## src/rtl/fq_pkg.sv

```systemverilog
package fq_pkg;

  // Error events raised by the two queues in one cycle.
  typedef struct packed {
    logic tx_ovr;
    logic rx_ovr;
    logic tx_unf;
  } fq_evt_t;

  localparam int FQ_EVT_N = $bits(fq_evt_t);

  // Threshold encoding: a level field L asks for at least L+1 entries.
  function automatic int fq_need(input int level);
    return level + 1;
  endfunction

endpackage

```

## src/rtl/fq_fifo.sv

```systemverilog
module fq_fifo #(
  parameter int DW    = 16,
  parameter int DEPTH = 8,
  parameter int CW    = $clog2(DEPTH + 1)
) (
  input  logic          clk,
  input  logic          rst,
  input  logic          clr,
  input  logic          push,
  input  logic [DW-1:0] wdata,
  input  logic          pop,
  output logic [DW-1:0] rdata,
  output logic [CW-1:0] count,
  output logic [CW-1:0] count_nxt,
  output logic          push_drop,
  output logic          pop_empty
);

  localparam int AW = (DEPTH > 1) ? $clog2(DEPTH) : 1;
  localparam logic [CW-1:0] FULL_CNT = CW'(DEPTH);
  localparam logic [AW-1:0] LAST_PTR = AW'(DEPTH - 1);

  logic [DW-1:0] mem [DEPTH];
  logic [AW-1:0] wr_ptr, rd_ptr;
  logic          is_full, is_empty, do_push, do_pop;

  function automatic logic [AW-1:0] ptr_inc(input logic [AW-1:0] p);
    return (p == LAST_PTR) ? '0 : p + AW'(1);
  endfunction

  assign is_full   = (count == FULL_CNT);
  assign is_empty  = (count == '0);
  assign do_push   = push && !clr && !is_full;
  assign do_pop    = pop  && !clr && !is_empty;
  assign push_drop = push && !clr &&  is_full;
  assign pop_empty = pop  && !clr &&  is_empty;

  always_comb begin
    if (clr) begin
      count_nxt = '0;
    end else begin
      count_nxt = count;
      if (do_push && !do_pop) count_nxt = count + CW'(1);
      if (do_pop && !do_push) count_nxt = count - CW'(1);
    end
  end

  // Storage has no reset so it can map onto RAM resources.
  always_ff @(posedge clk) begin
    if (do_push) mem[wr_ptr] <= wdata;
  end

  always_ff @(posedge clk) begin
    if (rst || clr) begin
      wr_ptr <= '0;
      rd_ptr <= '0;
    end else begin
      if (do_push) wr_ptr <= ptr_inc(wr_ptr);
      if (do_pop)  rd_ptr <= ptr_inc(rd_ptr);
    end
  end

  always_ff @(posedge clk) begin
    if (rst) count <= '0;
    else     count <= count_nxt;
  end

  always_ff @(posedge clk) begin
    if (rst)            rdata <= '0;
    else if (do_pop)    rdata <= mem[rd_ptr];
    else if (pop_empty) rdata <= '0;
  end

endmodule

```

## src/rtl/fq_dma_req.sv

```systemverilog
module fq_dma_req #(
  parameter int DEPTH      = 8,
  parameter int CW         = $clog2(DEPTH + 1),
  parameter int LW         = 3,
  parameter bit FREE_BASED = 1'b1
) (
  input  logic          clk,
  input  logic          rst,
  input  logic          en,
  input  logic [LW-1:0] level,
  input  logic [CW-1:0] count_nxt,
  output logic          req
);

  localparam int XW = ((CW > LW) ? CW : LW) + 1;

  logic [XW-1:0] need;
  logic [XW-1:0] have;
  logic          hit;

  assign need = XW'(fq_pkg::fq_need(int'(level)));

  generate
    if (FREE_BASED) begin : g_free
      assign have = XW'(DEPTH) - XW'(count_nxt);
    end else begin : g_fill
      assign have = XW'(count_nxt);
    end
  endgenerate

  assign hit = (have >= need);

  always_ff @(posedge clk) begin
    if (rst) req <= 1'b0;
    else     req <= en && hit;
  end

endmodule

```

## src/rtl/fq_sticky.sv

```systemverilog
module fq_sticky #(
  parameter int N = 3
) (
  input  logic         clk,
  input  logic         rst,
  input  logic [N-1:0] set,
  output logic [N-1:0] flag
);

  always_ff @(posedge clk) begin
    if (rst) flag <= '0;
    else     flag <= flag | set;
  end

endmodule

```

## src/rtl/dma_fifo_pair.sv

```systemverilog
module dma_fifo_pair #(
  parameter int DATA_W = 16,
  parameter int DEPTH  = 8,
  parameter int LVL_W  = 3,
  parameter int CNT_W  = $clog2(DEPTH + 1)
) (
  input  logic              clk,
  input  logic              rst,
  input  logic              tx_push,
  input  logic [DATA_W-1:0] tx_wdata,
  input  logic              tx_pop,
  output logic [DATA_W-1:0] tx_rdata,
  input  logic              rx_push,
  input  logic [DATA_W-1:0] rx_wdata,
  input  logic              rx_pop,
  output logic [DATA_W-1:0] rx_rdata,
  input  logic              tx_clear,
  input  logic              rx_clear,
  input  logic [LVL_W-1:0]  tx_level,
  input  logic [LVL_W-1:0]  rx_level,
  input  logic              tx_dma_en,
  input  logic              rx_dma_en,
  output logic [CNT_W-1:0]  tx_count,
  output logic [CNT_W-1:0]  rx_count,
  output logic              tx_dma_req,
  output logic              rx_dma_req,
  output logic              tx_underrun,
  output logic              rx_overrun,
  output logic              tx_overrun
);

  import fq_pkg::*;

  logic [CNT_W-1:0] tx_cnt_nxt, rx_cnt_nxt;
  logic             tx_drop, tx_empty_pop, rx_drop, rx_empty_pop;
  fq_evt_t          evt, flags;

  fq_fifo #(.DW(DATA_W), .DEPTH(DEPTH), .CW(CNT_W)) u_txq (
    .clk(clk), .rst(rst), .clr(tx_clear),
    .push(tx_push), .wdata(tx_wdata), .pop(tx_pop), .rdata(tx_rdata),
    .count(tx_count), .count_nxt(tx_cnt_nxt),
    .push_drop(tx_drop), .pop_empty(tx_empty_pop)
  );

  fq_fifo #(.DW(DATA_W), .DEPTH(DEPTH), .CW(CNT_W)) u_rxq (
    .clk(clk), .rst(rst), .clr(rx_clear),
    .push(rx_push), .wdata(rx_wdata), .pop(rx_pop), .rdata(rx_rdata),
    .count(rx_count), .count_nxt(rx_cnt_nxt),
    .push_drop(rx_drop), .pop_empty(rx_empty_pop)
  );

  fq_dma_req #(.DEPTH(DEPTH), .CW(CNT_W), .LW(LVL_W), .FREE_BASED(1'b1)) u_txreq (
    .clk(clk), .rst(rst), .en(tx_dma_en), .level(tx_level),
    .count_nxt(tx_cnt_nxt), .req(tx_dma_req)
  );

  fq_dma_req #(.DEPTH(DEPTH), .CW(CNT_W), .LW(LVL_W), .FREE_BASED(1'b0)) u_rxreq (
    .clk(clk), .rst(rst), .en(rx_dma_en), .level(rx_level),
    .count_nxt(rx_cnt_nxt), .req(rx_dma_req)
  );

  // Receive pops from an empty queue carry no flag.
  logic unused_rx_empty_pop;
  assign unused_rx_empty_pop = rx_empty_pop;

  always_comb begin
    evt        = '0;
    evt.tx_ovr = tx_drop;
    evt.rx_ovr = rx_drop;
    evt.tx_unf = tx_empty_pop;
  end

  fq_sticky #(.N(FQ_EVT_N)) u_flags (
    .clk(clk), .rst(rst), .set(evt), .flag(flags)
  );

  assign tx_underrun = flags.tx_unf;
  assign rx_overrun  = flags.rx_ovr;
  assign tx_overrun  = flags.tx_ovr;

endmodule

```

## config.mk

```make
export PLATFORM = sky130hd
export DESIGN_NAME = dma_fifo_pair
export DESIGN_NICKNAME = d
export VERILOG_FILES = /design/src/rtl/fq_pkg.sv /design/src/rtl/fq_fifo.sv /design/src/rtl/fq_dma_req.sv /design/src/rtl/fq_sticky.sv /design/src/rtl/dma_fifo_pair.sv
export SDC_FILE = /design/constraint.sdc
export NUM_CORES = 1
export LEC_CHECK = 0
export ABC_AREA = 1
export BUFFER_PORTS_ARGS = -buffer_cell sky130_fd_sc_hd__buf_4
export CORE_UTILIZATION = 60
export DETAILED_ROUTE_END_ITERATION = 8
export MAX_ROUTING_LAYER = met4
export PLACE_DENSITY = 0.79
export SETUP_SLACK_MARGIN = 0.2
export SLEW_MARGIN = 40
export SYNTH_ARGS = -nofsm -noshare
export SYNTH_HDL_FRONTEND = slang
export SYNTH_SLANG_ARGS = --single-unit
```

## constraint.sdc

```tcl
create_clock -name clk -period 7.98 [get_ports clk]
set_clock_uncertainty 0.15 [all_clocks]
set_input_delay 1.596 -clock clk [delete_from_list [all_inputs] [get_ports clk]]
set_output_delay 1.596 -clock clk [all_outputs]
set_load 0.005 [all_outputs]
```

==> metrics, run 1 <==
Peak VDD IR 0.208 mV; layout cell share with drive strength beyond 1 14.8%; RSZ-0062 raised after global routing no; most frequent cells in the layout edfxtp_1, nor2_1, o21ai_0, buf_4, nand2_1; FILL cells 1,437; Crit Path Category in2reg; routed wl met3 around 2000 um; clock sink count 319; Top-Level Pins between 90 and 100; family with the most delay on the worst path compound AO/OA/AOI/OAI gates; Worst EP required 8240 ps; Critical Path Start Type primary input; Die Y between 100 and 150 um; gpl congestion 0.827; row count 53; Final setup viols 0; Worst slew margin 46.1%; vias in the first global route 8,199; antenna violations before repair 0; Area Overhead vs Synth 15.6%; multi-input logic area roughly 0.0034 mm2; Synth Instances 1,091; f_max 264 MHz; Syn Nets 1,162; DR vias/cell 5.80; Period Utilization, post-route 47.5%; total CTS buffers 34; CTS HTree Levels 2; total power roughly 0.0034 W; Sequential Area 0.00895 mm2; Leakage around 5.3 nW; Layout Cell Area excl Fill around 0.015 mm2; Final Hold Viols 0; Data arrival, critical path 4050 ps; antenna-violating nets left 0; Worst-Margin Slew 807 ps; most common cell after layout, fill and taps aside edfxtp_1; largest net degree at the start of global routing 66; Worst Hold Class reg2reg; worst path buffer plus inverter count 3; outcome complete, no violations; Initial Utilization 60.9%; Syn Std Cell Area 0.0128 mm2; Tot GR Track Use 26.3%; Distinct cells, synth 34; final wirelength 27,700 um; DR WL met2 13,900 um; Resized cells post-CTS 0; power per cell area between 200 and 250 mW/mm2; CP max FO 24; TritonCTS clock tree built; # diodes 0; Clock Path Buffers 3; Seq/Total Area, Yosys 70.1%; Top Layer Used met4; Hold Buf Count CTS 0; PortBufs 92; YS warnings 0; global-route wire length before repair 42,500 um; Critical-path top delay cell a21oi_4; DRC errors left 0; syn avg cell area 11.7 um2; CP max stage delay 670 ps; DP HPWL between 15,000 and 20,000 um; DP Area 0.0137 mm2; Core Footprint 0.0210 mm2; clk root buf clkbuf_16; crit-path cells buf_4 -> inv_2 -> nand2_4 -> a21oi_4 -> nor2_2 -> or2_1 -> a21oi_1 -> o21ai_1 -> ha_1 -> inv_1 -> nand2_1 -> a21oi_1 -> o21bai_1 -> a21oi_1 -> nor2_1; clock insertion delay at the later pin of the skew report 520 ps; Final Slew Violations 0; WL/cell 18.7 um; number of post-CTS setup repair buffers 0; critical path endpoint category flip-flop; Worst-path clk slew 60 ps; Die Width 148 um; Overflow after GRT 0; Final nets around 1,300; initial DRC count 705; Vias 8,584; WL met1 11,100 um; DIE AREA between 0.02 and 0.025 mm2; Worst path most repeated cell a21oi_1; crit path time final 3790 ps; setup TNS 0 ps; drt pass-1 iters 5; flops & latches, synth approximately 320; total of max-cap violations 0
worst reg2reg max path, delay by kind of cell (launching register included):
| family | cells | cell delay [ps] |
|---|---|---|
| AO/OA/AOI/OAI | 6 | 1230 |
| adder cells (fa/ha/maj) | 2 | 530 |
| buffers and inverters | 3 | 240 |
| flip-flops | 1 | 420 |
| AND/OR/NAND/NOR | 5 | 550 |
registers in the layout, summed over array words and instances (netlist names), named ones only:
| name | count |
|---|---|
| u_flags.flag | 3 |
| u_rxq.count | 4 |
| u_rxq.mem | 128 |
| u_rxq.rd_ptr | 3 |
| u_rxq.rdata | 16 |
| u_rxq.wr_ptr | 3 |
| u_rxreq.req | 1 |
| u_txq.count | 4 |
| u_txq.mem | 128 |
| u_txq.rd_ptr | 3 |
| u_txq.rdata | 16 |
| u_txq.wr_ptr | 3 |
| u_txreq.req | 1 |
metal layers:
| metal | GRT usage, % | vias up |
|---|---|---|
| li1 | - | 4060 |
| met1 | 33.1 | 4145 |
| met2 | 43.2 | 325 |
| met3 | 4.23 | 54 |
| met4 | 9.69 | 0 |
| met5 | - | - |
final cells by class:
cell class / count / share of cell area, %
clock buffer: 51 / 6.34
timing repair buffer: 112 / 5.69
tap: 275 / 2.33
clock inverter: 9 / 0.695
inverter: 46 / 1.20
multi-input combinational: 668 / 23.1
sequential: 319 / 60.6
kinds of logic after synthesis:
group / count (synthesis) / synth area share, %
AO/OA/AOI/OAI: 276 / 12.5
AND/OR/NAND/NOR: 363 / 11.6
flip-flops: 319 / 70.1
buffers and inverters: 104 / 3.21
XOR/XNOR: 6 / 0.411
adder cells (fa/ha/maj): 23 / 2.25
through the flow:
step	utilization, %	worst slack, ps	hold WS, ps	std cells
2_1_floorplan	-	4300	306	1091
3_3_place_gp	65.5	3750	302	1420
3_5_place_dp	65.5	3670	307	1420
4_1_cts	70.5	4200	316	1480
5_1_grt	70.5	3980	335	1480
6_report	70.5	4190	314	1480
cells in the mapped netlist, drive strengths merged:
master	instances	share of area (%)
edfxtp	256	60
nor2	246	7.5
o21ai	156	6.1
nand2	75	2.4
o211ai	65	3.8
dfxtp	63	9.9
inv	46	1.4
a21oi	44	1.8
clkbuf	41	1.2
nand3	33	1.3
ha	23	2.3
buf	17	0.66
nor3	5	0.20
xnor2	5	0.34
o211a	4	0.31
a22oi	2	0.12
a31oi	2	0.098
nand4	2	0.098
a211o	1	0.069
a21o	1	0.059
and3	1	0.049
o21bai	1	0.059
or2	1	0.049
xor2	1	0.069
power by group:
| group | internal, W | total, W | switching, W |
|---|---|---|---|
| clock network | 0.000851 | 0.00146 | 0.000609 |
| logic | 0.0000571 | 0.000151 | 0.0000935 |
| registers | 0.00181 | 0.00182 | 0.00000878 |
| total | 0.00272 | 0.00343 | 0.000711 |
final timing paths:
check | from | end | slack [ps] | cells past startpoint
worst min register to register | u_rxq.rdata[15] | u_rxq.rdata[15] | 310 | 2
worst min-delay path | u_rxq.rdata[15] | u_rxq.rdata[15] | 310 | 2
worst max register to register | u_rxq.count[0] | u_rxreq.req | 4790 | 16
worst max-delay path | rx_clear | u_rxreq.req | 4190 | 15
Power figures use the tool's default switching activity.
==> run 2, diff against run 1 <==
--- a/config.mk
+++ b/config.mk
@@ -7,10 +7,10 @@
 export LEC_CHECK = 0
 export ABC_AREA = 1
 export BUFFER_PORTS_ARGS = -buffer_cell sky130_fd_sc_hd__buf_4
-export CORE_UTILIZATION = 60
+export CORE_UTILIZATION = 54
 export DETAILED_ROUTE_END_ITERATION = 8
 export MAX_ROUTING_LAYER = met4
-export PLACE_DENSITY = 0.79
+export PLACE_DENSITY = 0.76
 export SETUP_SLACK_MARGIN = 0.2
 export SLEW_MARGIN = 40
 export SYNTH_ARGS = -nofsm -noshare
==> constraint.sdc (replaced) <==
create_clock -name clk -period 3.4 [get_ports clk]
set_clock_uncertainty 0.15 [all_clocks]
set_input_delay 0.68 -clock clk [delete_from_list [all_inputs] [get_ports clk]]
set_output_delay 0.68 -clock clk [all_outputs]
set_load 0.005 [all_outputs]
==> run 2 against run 1 <==
Effect of this change: non-clock buffer count grew 10; final area grew 0.82%; via count shrank 0.30%; highest routed layer unchanged; routed wire length shrank 3.2%; sequential power grew 140%; worst setup slack lost 3700 ps.
==> metrics, run 2 (synthesized netlist as in run 1, its figures left out) <==
outcome complete, no violations; clk root buf clkbuf_16; setup ws final 513 ps; routing usage on met3 3.58%; r2r startpoint u_txq.count[0]; DP Area between 0.01 and 0.015 mm2; DP HPWL 15,300 um; Overflow after GRT 0; Worst-path clk slew 60 ps; Peak VDD IR 0.487 mV; sequential share of power between 50% and 60%; critical path endpoint category flip-flop; DRC errors left 0; Final Slew Violations 0; WL/cell 17.6 um; Worst-Margin Slew between 700 and 800 ps; multi-input logic area about 0.0034 mm2; Final setup viols 0; antenna violations before repair 0; Leakage 5.36 nW; initial DRC count 889; Period Utilization, post-route 84.9%; CTS HTree Levels 1; Setup WS pre-CTS roughly 340 ps; Worst EP required 3690 ps; Crit Path Category reg2reg; Worst Hold Class in2reg; largest registers u_rxq.mem: 128 flops, u_txq.mem: 128 flops; sw frac approximately 20%; crit path time final 2890 ps; DR vias/cell 5.61; largest net degree at the start of global routing 65; power per cell area 538 mW/mm2; Data arrival, critical path 3180 ps; Die Y around 160 um; FF-to-FF path depth 15; Clock Path Buffers 3; setup TNS 0 ps; drt pass-1 iters 5; critical path startpoint u_txq.count[0]; antenna-violating nets left 0; HP Start tx_wdata[15]; total power 0.00801 W; TritonCTS clock tree built; P_int 0.00637 W; clock insertion delay at the later pin of the skew report 550 ps; most frequent cells in the layout edfxtp_1, nor2_1, o21ai_0, buf_4, nand2_1; most common cell after layout, fill and taps aside edfxtp_1; Sequential Area 0.00895 mm2; row count 55; RSZ-0062 raised after global routing no; met2 GRT Util between 30% and 40%; gpl congestion 0.845; global-route wire length before repair 41,600 um; Final Hold Viols 0; PortBufs 92; Final Util 65.0%; Core Footprint 0.0229 mm2; Worst Hold Depth 1; met1 usage 30.9%; final wirelength 26,800 um; Area Overhead vs Synth 16.6%; total of max-cap violations 0; CP max FO 6; Vias 8,558; Initial Utilization 55.7%; GR peak layer met2; Layout Cell Area excl Fill 0.0149 mm2; DIE AREA 0.0243 mm2; Final nets 1,259; FILL cells 1,657; total CTS buffers 31; Top-Level Pins slightly above 90; layout cell share with drive strength beyond 1 16.7%; f_max 346 MHz; Die Width 156 um; # diodes 0; Worst slew margin 50.7%; Clock Power Share 42.1%; number of post-CTS setup repair buffers 0; Logic pwr share 4.5%; Psw roughly 0.0016 W; Tot GR Track Use 22.9%; Critical Path Start Type flip-flop; vias in the first global route between 8,000 and 9,000; clock sink count 319
-- run 2: changes by cell type in the layout (fill, tap and decap cells not counted), sizes merged --
cell,delta
inv,+1
clkbuf,-9
clkinvlp,+2
clkinv,+3
bufinv,+1
buf,+10
-- run 2: area by class of cell --
class | count | share of cell area, %
Tap cell | 313 | 2.63
Multi-Input combinational cell | 668 | 23.0
Inverter | 46 | 1.19
Timing Repair Buffer | 122 | 6.15
Sequential cell | 319 | 60.1
Clock inverter | 16 | 0.966
Clock buffer | 42 | 5.96
-- run 2: power groups by stage --
stage	Sequential, W	Clock, W	Combinational (W)
after floorplan	0.00436	0	0.000194
after global placement	0.00436	0	0.000345
after detailed placement	0.00436	0	0.000354
after CTS	0.00428	0.00341	0.000358
after global routing	0.00428	0.00358	0.000402
final	0.00428	0.00337	0.000358
-- run 2: final timing paths --
kind	slack [ps]	endpoint
worst max register to register	510	u_txreq.req
worst min-delay path	210	u_txq.mem[4][15]
worst max-delay path	510	u_txreq.req
worst min register to register	310	u_txq.rdata[11]
-- run 2: metal layers --
layer / up-vias / wire [um]
met2: 322 / 12600
li1: 4081 / -
met4: 0 / 639
met1: 4102 / 11600
met3: 53 / 1900
met5: - / 0
-- run 2: timing repair --
item / 4_1_cts / 5_1_grt
gates resized for setup: 0 / 2
endpoints found under the setup margin: 0 / 1
hold buffers: 0 / 0
-- run 2: stage by stage --
stage	instances	hold slack, ps
6_report	1526	205
5_1_grt	1526	179
4_1_cts	1526	176
3_5_place_dp	1468	308
3_3_place_gp	1468	304
2_1_floorplan	1091	306
-- run 2: worst max-delay path, stage by stage (launching register included) --
cell     delay, ps
dfxtp_1        400
inv_1          120
ha_1           250
nand3_1        160
nand2_4        100
nor2_4         170
inv_2           80
nand3_1         90
nand3_2        130
ha_1           260
xnor2_1        150
inv_1           50
ha_1           280
a21o_1         170
a21oi_1        130
a21oi_1         80
==> run 3, diff against run 2 <==
--- a/config.mk
+++ b/config.mk
@@ -7,10 +7,10 @@
 export LEC_CHECK = 0
 export ABC_AREA = 1
 export BUFFER_PORTS_ARGS = -buffer_cell sky130_fd_sc_hd__buf_4
-export CORE_UTILIZATION = 54
+export CORE_UTILIZATION = 60
 export DETAILED_ROUTE_END_ITERATION = 8
 export MAX_ROUTING_LAYER = met4
-export PLACE_DENSITY = 0.76
+export PLACE_DENSITY = 0.79
 export SETUP_SLACK_MARGIN = 0.2
 export SLEW_MARGIN = 40
 export SYNTH_ARGS = -nofsm -noshare
==> constraint.sdc (replaced) <==
create_clock -name clk -period 2.7 [get_ports clk]
set_clock_uncertainty 0.15 [all_clocks]
set_input_delay 0.54 -clock clk [delete_from_list [all_inputs] [get_ports clk]]
set_output_delay 0.54 -clock clk [all_outputs]
set_load 0.005 [all_outputs]
==> run 3 against run 2 <==
Effect of this change: core utilization rose by 7.5 points; via count increased by 2.2%; sequential share of layout area shrank 1.1 points; critical path depth rose by 1; largest cell class unchanged.
==> metrics, run 3 (synthesized netlist as in run 1, its figures left out) <==
DP HPWL 15,800 um; global-route wire length before repair approximately 44,000 um; Crit Path Category reg2reg; PortBufs 92; Peak VDD IR 0.524 mV; Die Y 148 um; CP max FO 7; Worst slew margin 54.3%; RSZ-0062 raised after global routing yes; largest net degree at the start of global routing 65; critical path endpoint category flip-flop; Critical Path Start Type flip-flop; antenna violations before repair 0; row count 53; initial DRC count 849; FF-to-FF path depth 16; Core Footprint 0.0210 mm2; clock sink count 319; total CTS buffers 31; DIE AREA 0.0219 mm2; most frequent cells in the layout edfxtp_1, nor2_1, o21ai_0, buf_4, o211ai_1; crit path time final 2520 ps; antenna-violating nets left 0; total of max-cap violations 0; power per cell area 658 mW/mm2; Worst EP required around 3000 ps; # diodes 0; setup TNS 0 ps; final wirelength around 29,000 um; clock insertion delay at the later pin of the skew report ~560 ps; Worst-Margin Slew 685 ps; outcome complete, no violations; layout cell share with drive strength beyond 1 19.9%; vias in the first global route 8,371; Vias a little under 9,000; crit-path cells inv_4 -> ha_4 -> nand2_4 -> nor2_4 -> nor2_4 -> nand2_4 -> nand2_1 -> o21ai_1 -> nand3_2 -> ha_4 -> xnor2_2 -> inv_1 -> ha_1 -> a21o_1 -> a21oi_1 -> a21oi_1; gpl congestion 0.807; Critical-path top delay cell dfxtp_4; CP max stage delay 350 ps; WL/cell ~19 um; r2r startpoint u_txq.count[1]; Die Width 148 um; Data arrival, critical path 2820 ps; f_max ~400 MHz; Top-Level Pins 93; register-to-register setup slack 180 ps; Initial Utilization 60.9%; Final nets 1,284; Clock Path Buffers 3; Leakage 5.51 nW; critical path startpoint u_txq.count[1]; total power 0.00998 W; drt pass-1 iters 6; DRC errors left 0; TritonCTS clock tree built; Area Overhead vs Synth 18.9%; CTS HTree Levels 1; Final setup viols 0; Reg2Reg Capture Point u_txreq.req; Tot GR Track Use 26.7%; largest registers u_rxq.mem: 128 flops, u_txq.mem: 128 flops; Final Util 72.5%; Sequential Area 0.00897 mm2; Final Slew Violations 0; Worst Hold Class in2reg; DR vias/cell just under 6; crit path to u_txreq.req; Period Utilization, post-route approximately 93%; Final Hold Viols 0; clk root buf clkbuf_16; multi-input logic area approximately 0.0036 mm2; FILL cells 1,320; Worst-path clk slew 60 ps; most common cell after layout, fill and taps aside edfxtp_1; Overflow after GRT 0
==> run 3: metrics by stage <==
stage	cell area, um2	setup slack (ps)	std cells	hold slack [ps]
5_1_grt	15200	45.0	1513	47.9
3_3_place_gp	14000	83.2	1436	303
3_5_place_dp	14000	9.58	1436	309
4_1_cts	15100	186	1506	45.2
6_report	15200	183	1513	63.4
2_1_floorplan	12800	202	1091	306
==> run 3: per-layer routing <==
layer | routed length (um) | track usage, %
met4 | 735 | 9.74
met2 | 14400 | 44.0
met3 | 2080 | 3.58
met5 | 0 | -
met1 | 11400 | 34.0
==> run 3: power breakdown <==
part           internal (W)  switching (W)
registers           0.00536      0.0000259
logic              0.000223       0.000315
clock network       0.00229        0.00177
==> run 3: how the worst min path moves through the flow <==
stage | start | endpoint | slack [ps] | depth (start not counted)
2_1_floorplan | u_rxq.rd_ptr[1] | flip-flop | 310 | 2
3_3_place_gp | u_txq.rdata[9] | u_txq.rdata[9] | 300 | 2
3_5_place_dp | u_txq.rdata[5] | u_txq.rdata[5] | 310 | 2
4_1_cts | rx_wdata[3] | u_rxq.mem[2][3] | 50 | 1
5_1_grt | tx_wdata[1] | u_txq.mem[6][1] | 50 | 1
6_report | rx_wdata[3] | u_rxq.mem[1][3] | 60 | 1
==> run 3: critical path: cells and delay by family, from the launching register on <==
family	cells	cell delay, ps
buf+inv	2	120
xor+xnor	1	150
fa+ha+maj	3	620
compound gates	4	440
simple gates	6	570
flops	1	350
==> run 3: cell type report <==
type	count	share of cell area, %
Sequential cell	319	59.0
Tap cell	275	2.27
Clock buffer	35	5.21
Inverter	46	1.22
Timing Repair Buffer	147	7.60
Multi-Input combinational cell	668	23.6
Clock inverter	23	1.10
==> run 3: what timing repair did <==
action / in CTS / in global routing
pin swaps: 14 / 20
setup endpoints to repair: 2 / 2
hold buffers: 0 / 0
hold endpoints to repair: 0 / 0
resized for setup: 13 / 20
buffers inserted: 12 / 7
